==> src/rtl/ucs_pkg.sv <==
package ucs_pkg;
    localparam int UCS_ADDR_W = 20;
    localparam int UCS_PAGE_W = 4;   // address bits above one 64 KB page
    localparam int UCS_CODE_W = 3;

    typedef struct packed {
        logic sel;
        logic zero;
    } ucs_cyc_t;
endpackage

==> src/rtl/ucs_size_reg.sv <==
module ucs_size_reg #(
    parameter int CODE_W    = 3,
    parameter int NUM_CODES = 4
) (
    input  logic              clk,
    input  logic              rst_n,
    input  logic              wr_en,
    input  logic [CODE_W-1:0] wr_code,
    output logic [CODE_W-1:0] code_q
);
    localparam logic [CODE_W-1:0] CODE_LIMIT = CODE_W'(NUM_CODES);

    logic [CODE_W-1:0] code_d;

    // Only codes that name a supported block size are accepted.
    always_comb begin
        code_d = code_q;
        if (wr_en && (wr_code < CODE_LIMIT)) begin
            code_d = wr_code;
        end
    end

    always_ff @(posedge clk or negedge rst_n) begin
        if (!rst_n) begin
            code_q <= '0;
        end else begin
            code_q <= code_d;
        end
    end
endmodule

==> src/rtl/ucs_window_match.sv <==
module ucs_window_match #(
    parameter int PAGE_W    = 4,
    parameter int CODE_W    = 3,
    parameter int NUM_CODES = 4
) (
    input  logic [PAGE_W-1:0] page,
    input  logic [CODE_W-1:0] code,
    output logic              hit,
    output logic              zero
);
    localparam int NUM_PAGES = 1 << PAGE_W;

    logic [NUM_CODES-1:0] hit_vec;

    // One comparator per size code: the window starts 2^g pages below the top.
    for (genvar g = 0; g < NUM_CODES; g++) begin : g_size
        localparam logic [PAGE_W:0] LOW_PAGE = (PAGE_W+1)'(NUM_PAGES - (1 << g));
        assign hit_vec[g] = ({1'b0, page} >= LOW_PAGE);
    end

    always_comb begin
        hit = 1'b0;
        for (int i = 0; i < NUM_CODES; i++) begin
            if (code == CODE_W'(i)) begin
                hit = hit_vec[i];
            end
        end
    end

    assign zero = (page == '0);
endmodule

==> src/rtl/ucs_dram_lock.sv <==
module ucs_dram_lock (
    input  logic clk,
    input  logic rst_n,
    input  logic set,
    output logic locked_q
);
    logic locked_d;

    // Sticky: once set, only reset clears it.
    always_comb begin
        locked_d = locked_q | set;
    end

    always_ff @(posedge clk or negedge rst_n) begin
        if (!rst_n) begin
            locked_q <= 1'b0;
        end else begin
            locked_q <= locked_d;
        end
    end
endmodule

==> src/rtl/ucs_decoder.sv <==
module ucs_decoder
    import ucs_pkg::*;
#(
    parameter int ADDR_W = UCS_ADDR_W,
    parameter int PAGE_W = UCS_PAGE_W,
    parameter int CODE_W = UCS_CODE_W
) (
    input  logic              clk,
    input  logic              rst_n,
    input  logic [ADDR_W-1:0] addr,
    input  logic              cyc_start,
    input  logic              cyc_end,
    input  logic              hold_gnt,
    input  logic              size_wr,
    input  logic [CODE_W-1:0] size_code,
    input  logic              dram_bank_on,
    output logic              ucs_n,
    output logic              ucs_oe,
    output logic              uzi
);
    // Largest block is half the address space, so one code per page bit.
    localparam int NUM_CODES = PAGE_W;
    localparam int LOW_W     = ADDR_W - PAGE_W;

    logic [PAGE_W-1:0] page;
    logic [CODE_W-1:0] code_q;
    logic              hit;
    logic              zero;
    logic              locked_q;
    logic              unused_low;
    ucs_cyc_t          cyc_d;
    ucs_cyc_t          cyc_q;

    assign page       = addr[ADDR_W-1 -: PAGE_W];
    assign unused_low = ^addr[LOW_W-1:0];

    ucs_size_reg #(
        .CODE_W    (CODE_W),
        .NUM_CODES (NUM_CODES)
    ) u_size (
        .clk     (clk),
        .rst_n   (rst_n),
        .wr_en   (size_wr),
        .wr_code (size_code),
        .code_q  (code_q)
    );

    ucs_window_match #(
        .PAGE_W    (PAGE_W),
        .CODE_W    (CODE_W),
        .NUM_CODES (NUM_CODES)
    ) u_match (
        .page (page),
        .code (code_q),
        .hit  (hit),
        .zero (zero)
    );

    ucs_dram_lock u_lock (
        .clk      (clk),
        .rst_n    (rst_n),
        .set      (dram_bank_on),
        .locked_q (locked_q)
    );

    // Cycle state: captured on start, cleared on end; start has priority.
    always_comb begin
        cyc_d = cyc_q;
        if (cyc_start) begin
            cyc_d.sel  = hit & ~locked_q;
            cyc_d.zero = zero;
        end else if (cyc_end) begin
            cyc_d = '0;
        end
        if (dram_bank_on) begin
            cyc_d.sel = 1'b0;
        end
    end

    always_ff @(posedge clk or negedge rst_n) begin
        if (!rst_n) begin
            cyc_q <= '0;
        end else begin
            cyc_q <= cyc_d;
        end
    end

    assign ucs_n  = ~cyc_q.sel;
    assign uzi    = cyc_q.zero;
    assign ucs_oe = ~hold_gnt;
endmodule

==> config.mk <==
export PLATFORM = sky130hd
export DESIGN_NAME = ucs_decoder
export DESIGN_NICKNAME = d
export VERILOG_FILES = /design/src/rtl/ucs_pkg.sv /design/src/rtl/ucs_size_reg.sv /design/src/rtl/ucs_window_match.sv /design/src/rtl/ucs_dram_lock.sv /design/src/rtl/ucs_decoder.sv
export SDC_FILE = /design/constraint.sdc
export NUM_CORES = 1
export LEC_CHECK = 0
export ABC_AREA = 0
export BUFFER_PORTS_ARGS = -buffer_cell sky130_fd_sc_hd__buf_2
export CAP_MARGIN = 30
export CORE_AREA = 4 4 41 43
export CTS_BUF_LIST = sky130_fd_sc_hd__clkbuf_8
export CTS_CLUSTER_SIZE = 24
export DETAILED_ROUTE_END_ITERATION = 6
export DIE_AREA = 0 0 45 47
export GPL_TIMING_DRIVEN = 1
export MAX_ROUTING_LAYER = met4
export PLACE_DENSITY = 0.61
export REMOVE_ABC_BUFFERS = 1
export SLEW_MARGIN = 20
export SYNTH_ARGS = -nofsm -noshare
export SYNTH_HDL_FRONTEND = slang
export SYNTH_HIERARCHICAL = 1
export SYNTH_SLANG_ARGS = --single-unit
==> constraint.sdc <==
create_clock -name clk -period 1.28 [get_ports clk]
set_clock_uncertainty 0.2 [all_clocks]
set_input_delay 0.192 -clock clk [delete_from_list [all_inputs] [get_ports clk]]
set_output_delay 0.192 -clock clk [all_outputs]
set_load 0.02 [all_outputs]
# Word level (Yosys, flattened, before mapping)
# Cells that the tools add are included.
word_totals:
  regBits: 6
  inputBits: 30
  out_inout_bits: 3
  word_cells: 29
classes:
  order_cmp: 5
  eq_ne: 3
  muxes: 7
  bitwise_logic: 5
  reduce_logical: 5
op_table:
  columns: ["operator", "count"]
  rows:
  - [">= comparator 4 bit (second input constant)", 4]
  - ["equality test 3 x 2 -> 1 bit (second input constant)", 2]
  - ["two-way mux 1 bit", 5]
  - ["zero test 4 bit", 1]
  - ["two-way mux 2 bit", 2]
  - ["equality test 3 x 1 -> 1 bit (second input constant)", 1]
  - ["zero test 3 bit", 1]
  - ["< comparator 3 bit (second input constant)", 1]
  - ["NOT 1 bit", 3]
  - ["nonzero test 3 bit", 1]
  - ["nonzero test 2 bit", 1]
  - ["bitwise AND 1 bit", 1]
  - ["logical AND 1 bit", 1]
  - ["bitwise OR 1 bit", 1]

# Longest topological paths before layout
# Gate-level depths: netlist of run 1.
logic_depth:
  depth_word: 8
  mapped_depth: 4
  mapped_depth_nobuf: 4

# Hierarchy
# Netlist of run 1, hierarchy kept.
by_module_without_submodules:
  columns: ["module", "n_inst", "cells_each", "area_each_um2", "seq_area_each_um2"]
  rows:
  - ["ucs_size_reg", 1, 7, 127.6, 75.1]
  - ["ucs_decoder", 1, 8, 98.8, 50.0]
  - ["ucs_window_match", 1, 5, 36.3, 0.0]
  - ["ucs_dram_lock", 1, 2, 31.3, 25.0]

# Least setup slack after synthesis of run 1
# OpenSTA, ideal clock, no wires.
synth_path:
  path_type: "register -> register"
  start: "register u_size.code_q[0]"
  end: "register cyc_q[1] in the netlist's numbering"
  setup_time_ns: 0.126
  arrival_time_ns: 0.756
  t_required_ns: 0.954
  slack_ns: 0.197
  path_stages_with_launch: 5
  path_buffers: 0
  period_less_slack_ns: 1.083
  path_cell_list: "dfrtp_1 -> o211ai_1 -> a21oi_1 -> nand4bb_1 -> o41ai_2"
synth_via:
  elab_chain_len: 8
  word_cells_on_any_way: 11
  cone_classes: "eq/ne (3); mux (6); bitwise (1); reduce/logical (1)"
synth_lines:
  columns: ["item", "line_no", "rtl"]
  rows:
  - ["from (decl)", "ucs_size_reg.sv:9", "output logic [CODE_W-1:0] code_q"]
  - ["from (signal assigned)", "ucs_size_reg.sv:27", "code_q <= code_d;"]
  - ["zero test 3 bit", "ucs_window_match.sv:24", "if (code == CODE_W'(i)) begin"]
  - ["two-way mux 1 bit (3 in a row)", "ucs_window_match.sv:24", null]
  - ["two-way mux 1 bit *", "ucs_window_match.sv:24", null]
  - ["via hit", "ucs_decoder.sv:27", "logic hit;"]
  - ["bitwise AND 1 bit *", "ucs_decoder.sv:70", "cyc_d.sel = hit & ~locked_q;"]
  - ["two-way mux 2 bit *", "ucs_decoder.sv:69", "if (cyc_start) begin"]
  - ["two-way mux 1 bit *", "ucs_decoder.sv:75", "if (dram_bank_on) begin"]
  - ["to (signal assigned)", "ucs_decoder.sv:84", "cyc_q <= cyc_d;"]
  - ["to (decl)", "ucs_decoder.sv:32", "ucs_cyc_t cyc_q;"]
# The timed path passes the listed nets; every way through them passes the cells marked *.
# A chain may end at the register's enable or synchronous reset.

# Final worst setup path of run 1
layout_path:
  start: "input cyc_end"
  end: "register cyc_q[1] in the netlist's numbering"
layout_via:
  elab_chain_len: 1
layout_lines:
  columns: ["item", "line_no", "rtl"]
  rows:
  - ["from (decl)", "ucs_decoder.sv:12", "input logic cyc_end,"]
  - ["nonzero test 3 bit (no line)", null, null]
# No other way between the ends.

==> results of run 1 <==
==> stage by stage <==
stage / hold WS (ps) / power (mW) / cell area (µm²) / utilization / worst slack (ps)
after floorplan: -304 / 0.240 / 294 / - / 197
after global placement: -179 / 0.276 / 393 / 0.302 / 107
after detailed placement: -176 / 0.276 / 393 / 0.302 / 118
after CTS: 3.54 / 0.571 / 474 / 0.364 / 15.2
after global routing: 2.59 / 0.597 / 474 / 0.364 / 12.1
final: 5.08 / 0.565 / 474 / 0.364 / 27.5
==> cells in the final DEF (no fill, tap or decap) <==
| cell | count |
|---|---|
| and2b_2 | 1 |
| o21ai_1 | 1 |
| nand2b_1 | 1 |
| nand4bb_1 | 1 |
| buf_2 | 16 |
| nor2_1 | 1 |
| nor2b_4 | 1 |
| clkbuf_8 | 3 |
| dlygate4sd3_1 | 4 |
| dfrtp_1 | 6 |
| nor4_2 | 1 |
| inv_1 | 2 |
| mux2_4 | 2 |
| a22o_2 | 1 |
| or2_1 | 1 |
| a21oi_1 | 1 |
| o211ai_1 | 1 |
| o41ai_2 | 1 |
==> kinds of logic (layout without fill, tap and decap cells) <==
family	after synthesis	after routing
flip-flops	6	6
multiplexers	2	2
AND/OR/NAND/NOR	7	7
AO/OA/AOI/OAI	5	5
buffers and inverters	2	25
==> flip-flops by register name (all words and copies together) (netlist names) <==
| register | cells |
|---|---|
| uzi | 1 |
| cyc_q | 1 |
| u_lock/locked_q | 1 |
| u_size/code_q | 3 |
==> critical path, cell delays in order <==
cell	delay, ps
dlygate4sd3_1	530
buf_2	130
o41ai_2	310
==> worst max-delay path by stage <==
stage | endpoint | slack (ps)
after detailed placement | cyc_q[1]$_DFFE_PN0P_ | 120
after global placement | cyc_q[1]$_DFFE_PN0P_ | 110
after global routing | cyc_q[1]$_DFFE_PN0P_ | 10
after floorplan | cyc_q[1]$_DFFE_PN0P_ | 200
after CTS | cyc_q[1]$_DFFE_PN0P_ | 20
final | cyc_q[1]$_DFFE_PN0P_ | 30
==> routing by layer <==
metal | vias up | GRT usage | share of wire
met2 | 20 | 0.0847 | 0.33
met1 | 114 | 0.0974 | 0.46
met4 | 0 | 0.0526 | 0.025
met3 | 2 | 0.0613 | 0.18
li1 | 126 | - | -
met5 | - | - | 0
==> layout make-up <==
type / instances / area, µm² / area share
Clock buffer: 3 / 41.3 / 0.0871
Inverter: 2 / 7.51 / 0.0158
Multi-Input combinational cell: 14 / 136 / 0.288
Sequential cell: 6 / 150 / 0.317
Tap cell: 15 / 18.8 / 0.0396
Timing Repair Buffer: 20 / 120 / 0.253
==> power groups by stage <==
stage	sequential, mW	combinational [mW]	clock (mW)
2_1_floorplan	0.209	0.0311	0
3_3_place_gp	0.211	0.0653	0
3_5_place_dp	0.209	0.0669	0
4_1_cts	0.208	0.0759	0.287
5_1_grt	0.210	0.0825	0.304
6_report	0.208	0.0751	0.282
==> timing repair <==
action / CTS / global route
hold endpoints to repair: 8 / 0
hold buffers: 4 / 0
resized for setup: 0 / 0
==> impl_metrics.tcl, run 1 <==
set metrics [dict create \
    outcome "finished, final reports clean" \
    pwr-share-seq 0.368 \
    cts_root_buf "clkbuf_8" \
    io_buffers 16 \
    yosysWarnings 6 \
    drv_slew 0 \
    placed_cells 53 \
    synth_cells 22 \
    reg2regPathDepth 4 \
    tightestPinTransition_ps 231 \
    leakage_nw 0.233 \
    cp.required_ps 1200 \
    core_mm2 0.00130 \
    min_to "u_size/code_q[0]$_DFFE_PN0P_" \
    hp-class "in -> reg" \
    antenna_found_initial 0 \
    wl_per_cell_um 11.4 \
    diodes 0 \
    synth_top_area_share 0.511 \
    start_util 0.226 \
    yosysTopAreaCell "dfrtp_1" \
    muxShareOfSynthArea 0.102 \
    p_int_mw 0.449 \
    first_pass_iters 3 \
    finalHoldViolCount 0 \
    yosysMostFrequentCell "dfrtp_1" \
    worst_ep_arrival_time_ps 1170 \
    syn_area_um2 294 \
    numCtsBuffers 3 \
    nets 77 \
    cts_tree "built" \
    gp_congestion 0.722 \
    place_hpwl_um 519 \
    ys_ff_latch 6 \
    drv_cap 0 \
    yosysUniqueCellTypes 15 \
    postSynthAreaPerCell_um2 13.4 \
    num_rows 13 \
    pin_count 33 \
    max_freq_ghz 0.798 \
    synth_top_family_by_area "simple AND/OR/NAND/NOR gates" \
    cp-startpoint "cyc_end" \
    reg2reg_to "cyc_q[1]$_DFFE_PN0P_" \
    maxSlewHeadroom 0.845 \
    reg2reg_from "u_size/code_q[0]$_DFFE_PN0P_" \
    cts_sinks 6 \
    grt_pass1_vias 234 \
    areaGrowthSynthToFinish_pct 61.3 \
    post-cts-setup-buffers 0 \
    fp.dieArea_mm2 0.00212 \
    start_kind "input pin" \
    gr-total-overflow 0 \
    synthTopCellsByArea "dfrtp_1, mux2_4, o41ai_2" \
    p_clk_frac 0.499 \
    drt-initial-drc-count 5 \
    htreeDepth 1 \
    num_vias 262 \
    die_x_um 45 \
    final_cells 60 \
    min_from "size_code[0]" \
    clk-insertion-delay-late_ps 220 \
    period_minus_slack_ps 1250 \
    hold_depth 2 \
    cts.clk_slew.worst_paths_ps 30 \
    fp.dieH_um 47 \
    finalSetupTns_ps 0 \
    grt_start_max_net_pins 7 \
    synth_ff_type "dfrtp_1" \
    pwr-share-comb 0.133 \
    track_usage 0.0797 \
    drc 0 \
    drive_gt1_frac 0.578 \
    finalCritPeriodShare 0.979 \
    ir_drop_v 0.000371 \
    wl_um 684 \
    synthXorXnorAreaFrac 0 \
    ant_nets 0 \
    synthSimpleGateAreaFrac 0.213 \
    ys_top_cells_by_count "dfrtp_1, inv_1, mux2_4" \
    synth_enable_flop_cells 0 \
    via_per_inst 4.37 \
    rsz0062_at_grt "no" \
    setup_violations 0 \
    crit_fanout 2 \
    nFillCells 144 \
    power_density_mw_per_mm2 1190 \
    ys_seq_area_frac 0.511 \
    async_reset_ff_frac 1.00 \
    synth-compound-area-share 0.149 \
    worstSetupPathType "in -> reg" \
    grt_pass1_wl_um 1020 \
    reg2reg_slack_ps 110 \
    switching_power_mw 0.116 \
    synthAdderAreaFrac 0 \
    swShare 0.206 \
    critPathCaptureType "flop" \
    cts_buffer_depth 2 \
]
No activity file was read; power rests on OpenSTA's default activity.
==> inputs of run 2 (changes only) <==
- CELL_PAD_IN_SITES_DETAIL_PLACEMENT: unset -> 0
- CELL_PAD_IN_SITES_GLOBAL_PLACEMENT: unset -> 1
- CORE_AREA: 4 4 41 43 -> unset
- CORE_MARGIN: unset -> 4
- CORE_UTILIZATION: unset -> 22
- DIE_AREA: 0 0 45 47 -> unset
- PLACE_DENSITY: 0.61 -> 0.82
==> run 2 against run 1 <==
  * Worst hold slack lost 22 ps
  * Die area shrank 6.1%
  * The run now ends with hold timing left
  * Non-clock buffer count shrank 1
  * Highest routed layer is now met3
  * Clock-buffer cell count is the same
  * Final area shrank 2.4%
  * Worst setup slack gained 36 ps
  * Fmax grew 2.9%
  * Sequential share of layout area grew 0.77 points
  * Final cell count shrank 3.3%
  * Utilization grew 2.6 points
==> impl_metrics.tcl, run 2 (same netlist as run 1, synthesis figures left out) <==
set metrics [dict create \
    track_usage 0.0900 \
    drive_gt1_frac 0.591 \
    num_vias 256 \
    fp.dieArea_mm2 0.00199 \
    rsz0062_at_grt "no" \
    ant_nets 0 \
    reg2reg_to "cyc_q[1]$_DFFE_PN0P_" \
    setup_ws_ps 63.1 \
    hp-class "in -> reg" \
    multi_input_area_um2 136 \
    largest_reg_flops 3 \
    cts.clk_slew.worst_paths_ps 30 \
    gp_congestion 0.732 \
    reg2reg_from "u_size/code_q[0]$_DFFE_PN0P_" \
    cts_tree "built" \
    largest_register "u_size/code_q" \
    nFillCells 114 \
    io_buffers 16 \
    wl_per_cell_um 11.7 \
    violations "hold timing" \
    reg2reg_slack_ps 120 \
    pin_count 33 \
    via_per_inst 4.41 \
    cts_sinks 6 \
    grt_pass1_vias 284 \
    worst_ep_arrival_time_ps 1130 \
    numCtsBuffers 3 \
    ir_drop_v 0.000379 \
    cts_root_buf "clkbuf_8" \
    p_int_mw 0.447 \
    drt-initial-drc-count 8 \
    core_mm2 0.00119 \
    power_density_mw_per_mm2 1220 \
    tightestPinTransition_ps 239 \
    clk-insertion-delay-late_ps 220 \
    crit_fanout 3 \
    fp.dieH_um 44.6 \
    finalSetupTns_ps 0 \
    swShare 0.207 \
    leakage_nw 0.229 \
    gr-total-overflow 0 \
    pwr-share-comb 0.131 \
    endpoint "cyc_q[1]$_DFFE_PN0P_" \
    finalHoldViolCount 1 \
    drv_slew 0 \
    grt_pass1_wl_um 1130 \
    max_freq_ghz 0.822 \
    final_cell_mix "buf_2, dfrtp_1, clkbuf_8, dlygate4sd3_1" \
    critPathCaptureType "flop" \
    seq_area_um2 150 \
    drv_cap 0 \
    p_clk_frac 0.499 \
    post-cts-setup-buffers 0 \
    final_cells 58 \
    first_pass_iters 4 \
    maxSlewHeadroom 0.839 \
    cts_buffer_depth 2 \
    switching_power_mw 0.116 \
    hold_ws_ps -16.9 \
    worstSetupPathType "in -> reg" \
    reg2regPathDepth 4 \
    pre_cts_slack_ps 124 \
    cp.required_ps 1190 \
    htreeDepth 1 \
    start_util 0.248 \
    placed_cells 52 \
    pwr-share-seq 0.370 \
    period_minus_slack_ps 1220 \
    num_rows 12 \
    layout_commonest_cell "buf_2" \
    areaGrowthSynthToFinish_pct 57.4 \
    cts_resized 0 \
    place_hpwl_um 540 \
    drc 0 \
    cp-startpoint "dram_bank_on" \
    antenna_found_initial 0 \
    die_x_um 44.6 \
    grt_start_max_net_pins 7 \
    finalCritPeriodShare 0.951 \
    wl_um 676 \
    diodes 0 \
    start_kind "input pin" \
    setup_violations 0 \
    outcome "finished with violations" \
    nets 76 \
]
## run 2: cell count changes in the layout (fill, tap and decap cells not counted)
cell | before | now
dlygate4sd3_1 | 4 | 3
## run 2: critical path, cell delays in order
cell,delay (ps)
dlygate4sd3_1,530
buf_2,130
o41ai_2,270
## run 2: area by class of cell
cell class,instances,share of cell area
clock buffer,3,0.0892
inverter,2,0.0162
multi-input combinational,14,0.295
sequential,6,0.324
tap,14,0.0378
timing repair buffer,19,0.238
## run 2: through the flow
stage	util	cell area (µm²)	power [mW]
global route	0.390	463	0.595
CTS	0.382	453	0.574
global placement	0.330	392	0.276
finish	0.390	463	0.563
detailed placement	0.330	392	0.278
floorplan	-	294	0.240
## run 2: worst min-delay path by stage
stage	to	from	depth (start not counted)	slack, ps
after floorplan	cyc_q[1]$_DFFE_PN0P_	rst_n	0	-300
after global placement	uzi$_DFFE_PN0P_	rst_n	1	-180
after detailed placement	u_lock/locked_q$_DFF_PN0_	rst_n	1	-170
after CTS	cyc_q[1]$_DFFE_PN0P_	cyc_end	2	-20
after global routing	cyc_q[1]$_DFFE_PN0P_	cyc_end	2	-7
final	cyc_q[1]$_DFFE_PN0P_	cyc_end	2	-20
## run 2: what timing repair did
action,CTS,global route
endpoints found under the setup margin,0,0
endpoints found under the hold margin,8,1
hold buffers,2,1
## run 2: routing by layer
| layer | global-route usage | part of all wire | vias up |
|---|---|---|---|
| met5 | - | 0 | - |
| met2 | 0.123 | 0.40 | 19 |
| li1 | - | - | 123 |
| met1 | 0.0935 | 0.47 | 114 |
| met4 | 0.0542 | 0 | 0 |
| met3 | 0.0610 | 0.13 | 0 |
## run 2: power by group through the flow
stage | registers (mW) | logic (mW) | clock network [mW]
2_1_floorplan | 0.209 | 0.0311 | 0
3_3_place_gp | 0.211 | 0.0654 | 0
3_5_place_dp | 0.210 | 0.0680 | 0
4_1_cts | 0.208 | 0.0724 | 0.293
5_1_grt | 0.209 | 0.0808 | 0.306
6_report | 0.208 | 0.0738 | 0.281
==> inputs of run 3 (changes only) <==
- CORE_AREA: unset -> 4 4 41 43
- CORE_MARGIN: 4 -> unset
- CORE_UTILIZATION: 22 -> unset
- DIE_AREA: unset -> 0 0 45 47
- PLACE_DENSITY: 0.82 -> 0.81
- SYNTH_HIERARCHICAL: 1 -> unset
==> run 3 against run 2 <==
  * The run ends with setup timing left
  * Worst hold slack better by 21 ps
  * Register-to-register slack worse by 130 ps
  * Critical path depth stayed put
  * Sequential power hardly changed
  * Worst setup slack worse by 72 ps
  * Power is 3.3% lower
  * Clock-buffer cell count stayed put
  * Global-route usage is 1.5 points lower
  * Fmax is 5.6% lower
  * Final cell count is 6.9% higher
  * Combinational power is 15% lower
  * Critical path type is now reg -> reg
==> impl_metrics.tcl, run 3 <==
set metrics [dict create \
    drc 0 \
    max_freq_ghz 0.776 \
    drv_cap 0 \
    nFillCells 144 \
    finalPower_mw 0.544 \
    io_buffers 16 \
    worst_ep_arrival_time_ps 1200 \
    synth_top_area_share 0.580 \
    tightestPinTransition_ps 268 \
    period_minus_slack_ps 1290 \
    wl_um 626 \
    largest_register "u_size.code_q" \
    final_cells 62 \
    outcome "finished with violations" \
    numCtsBuffers 3 \
    pwr-share-seq 0.377 \
    drv_slew 0 \
    antenna_found_initial 0 \
    fp.dieArea_mm2 0.00212 \
    pin_count 33 \
    multi_input_area_um2 105 \
    cts_root_buf "clkbuf_8" \
    first_pass_iters 4 \
    finalHoldViolCount 0 \
    synth_ff_type "dfrtp_1" \
    ir_drop_v 0.000426 \
    yosysTopAreaCell "dfrtp_1" \
    fin_area_um2 454 \
    min_from "dram_bank_on" \
    setup_violations 1 \
    areaGrowthSynthToFinish_pct 75.4 \
    yosysUniqueCellTypes 14 \
    synth_enable_flop_cells 0 \
    yosysWarnings 0 \
    gr-total-overflow 0 \
    postSynthAreaPerCell_um2 11.3 \
    grt_pass1_wl_um 952 \
    drive_gt1_frac 0.489 \
    cts_tree "built" \
    reg2reg_to "cyc_q[1]$_DFFE_PN0P_" \
    async_reset_ff_frac 1.00 \
    ant_nets 0 \
    ys_ff_latch 6 \
    postLayoutCoreUtil 0.349 \
    diodes 0 \
    via_per_inst 4.13 \
    yosysMostFrequentCell "dfrtp_1" \
    reg2regPathDepth 3 \
    nets 79 \
    worstSetupPathType "reg -> reg" \
    grt_start_max_net_pins 7 \
    min_to "u_lock.locked_q$_DFF_PN0_" \
    synth_cells 23 \
    num_rows 13 \
    reg2reg_slack_ps -9 \
    die_x_um 45 \
    cts.clk_slew.worst_paths_ps 40 \
    ys_top_cells_by_count "dfrtp_1, inv_1, nor2b_1, o21ai_0" \
    violations "setup timing" \
    syn_area_um2 259 \
    finalSetupTns_ps -9.31 \
    htreeDepth 1 \
    swShare 0.196 \
    num_vias 256 \
    fp.dieH_um 47 \
    reg2reg_from "u_size.code_q[2]$_DFFE_PN0P_" \
    maxSlewHeadroom 0.819 \
    track_usage 0.0748 \
    start_util 0.199 \
    power_density_mw_per_mm2 1200 \
    wl_per_cell_um 10.1 \
    cts_buffer_depth 2 \
    start_kind "flop" \
    p_clk_frac 0.508 \
    cp.required_ps 1190 \
    place_area_um2 365 \
    synthTopCellsByArea "dfrtp_1, nor2b_1, a2111o_1" \
    cts_sinks 6 \
    hold_depth 2 \
    drt-initial-drc-count 3 \
    seq_area_um2 150 \
    post-cts-setup-buffers 0 \
    largest_reg_flops 3 \
    critPathCaptureType "flop" \
    p_int_mw 0.438 \
    final_cell_mix "buf_2, dfrtp_1, dlygate4sd3_1, inv_1, clkbuf_8" \
    leakage_nw 0.224 \
    hp-class "in -> reg" \
    core_mm2 0.00130 \
    crit_fanout 2 \
    ys_seq_area_frac 0.580 \
    grt_pass1_vias 243 \
    finalCritPeriodShare 1.01 \
    pwr-share-comb 0.115 \
    placed_cells 55 \
    rsz0062_at_grt "yes" \
    gp_congestion 0.682 \
    setup_ws_ps -9.31 \
    switching_power_mw 0.107 \
    layout_commonest_cell "buf_2" \
    pre_cts_slack_ps 6.31 \
    clk-insertion-delay-late_ps 220 \
    hold_ws_ps 4.22 \
]
-- run 3: power by group through the flow --
stage / Combinational, mW / Clock, mW / Sequential, mW
floorplan: 0.0196 / 0 / 0.207
global placement: 0.0525 / 0 / 0.207
detailed placement: 0.0531 / 0 / 0.208
CTS: 0.0633 / 0.283 / 0.205
global route: 0.0697 / 0.299 / 0.207
finish: 0.0628 / 0.276 / 0.205
-- run 3: logic make-up (layout without fill, tap and decap cells) --
family | Yosys count | in the layout | synth area share
AND/OR/NAND/NOR | 7 | 7 | 0.164
AO/OA/AOI/OAI | 6 | 6 | 0.169
flip-flops | 6 | 6 | 0.580
buffers and inverters | 3 | 27 | 0.0435
multiplexers | 1 | 1 | 0.0435
-- run 3: how the worst max path moves through the flow --
stage               depth (start not counted)  slack [ps]                    to                         start
floorplan                                   3          70  cyc_q[1]$_DFFE_PN0P_  u_size.code_q[2]$_DFFE_PN0P_
global placement                            3           3  cyc_q[1]$_DFFE_PN0P_  u_size.code_q[2]$_DFFE_PN0P_
detailed placement                          3           6  cyc_q[1]$_DFFE_PN0P_  u_size.code_q[2]$_DFFE_PN0P_
CTS                                         3           8  cyc_q[1]$_DFFE_PN0P_  u_size.code_q[2]$_DFFE_PN0P_
global route                                3         -60  cyc_q[1]$_DFFE_PN0P_  u_size.code_q[2]$_DFFE_PN0P_
finish                                      3          -9  cyc_q[1]$_DFFE_PN0P_  u_size.code_q[2]$_DFFE_PN0P_
-- run 3: area by class of cell --
| type | count | area share |
|---|---|---|
| Tap cell | 15 | 0.0413 |
| Sequential cell | 6 | 0.331 |
| Timing Repair Buffer | 21 | 0.281 |
| Inverter | 3 | 0.0248 |
| Clock buffer | 3 | 0.0909 |
| Multi-Input combinational cell | 14 | 0.231 |
-- run 3: routing by layer --
layer / part of all wire / vias up / track usage / wire length (µm)
li1: - / 131 / - / -
met1: 0.39 / 110 / 0.0696 / 242
met4: 0.022 / 0 / 0.0877 / 14
met3: 0.15 / 2 / 0.0421 / 96
met5: 0 / - / - / 0
met2: 0.44 / 13 / 0.0989 / 273
-- run 3: repair_timing --
| action | in CTS | in global routing |
|---|---|---|
| gates resized for setup | 1 | 0 |
| hold buffers | 4 | 0 |
| endpoints found under the hold margin | 8 | 0 |
| setup endpoints to repair | 1 | 1 |
| cloned | 0 | 0 |
-- run 3: critical path, cell delays in order (launching register included) --
cell and delay [ps]:
dfrtp_1 360, nand3b_1 150, a2111o_1 400, o41ai_2 60
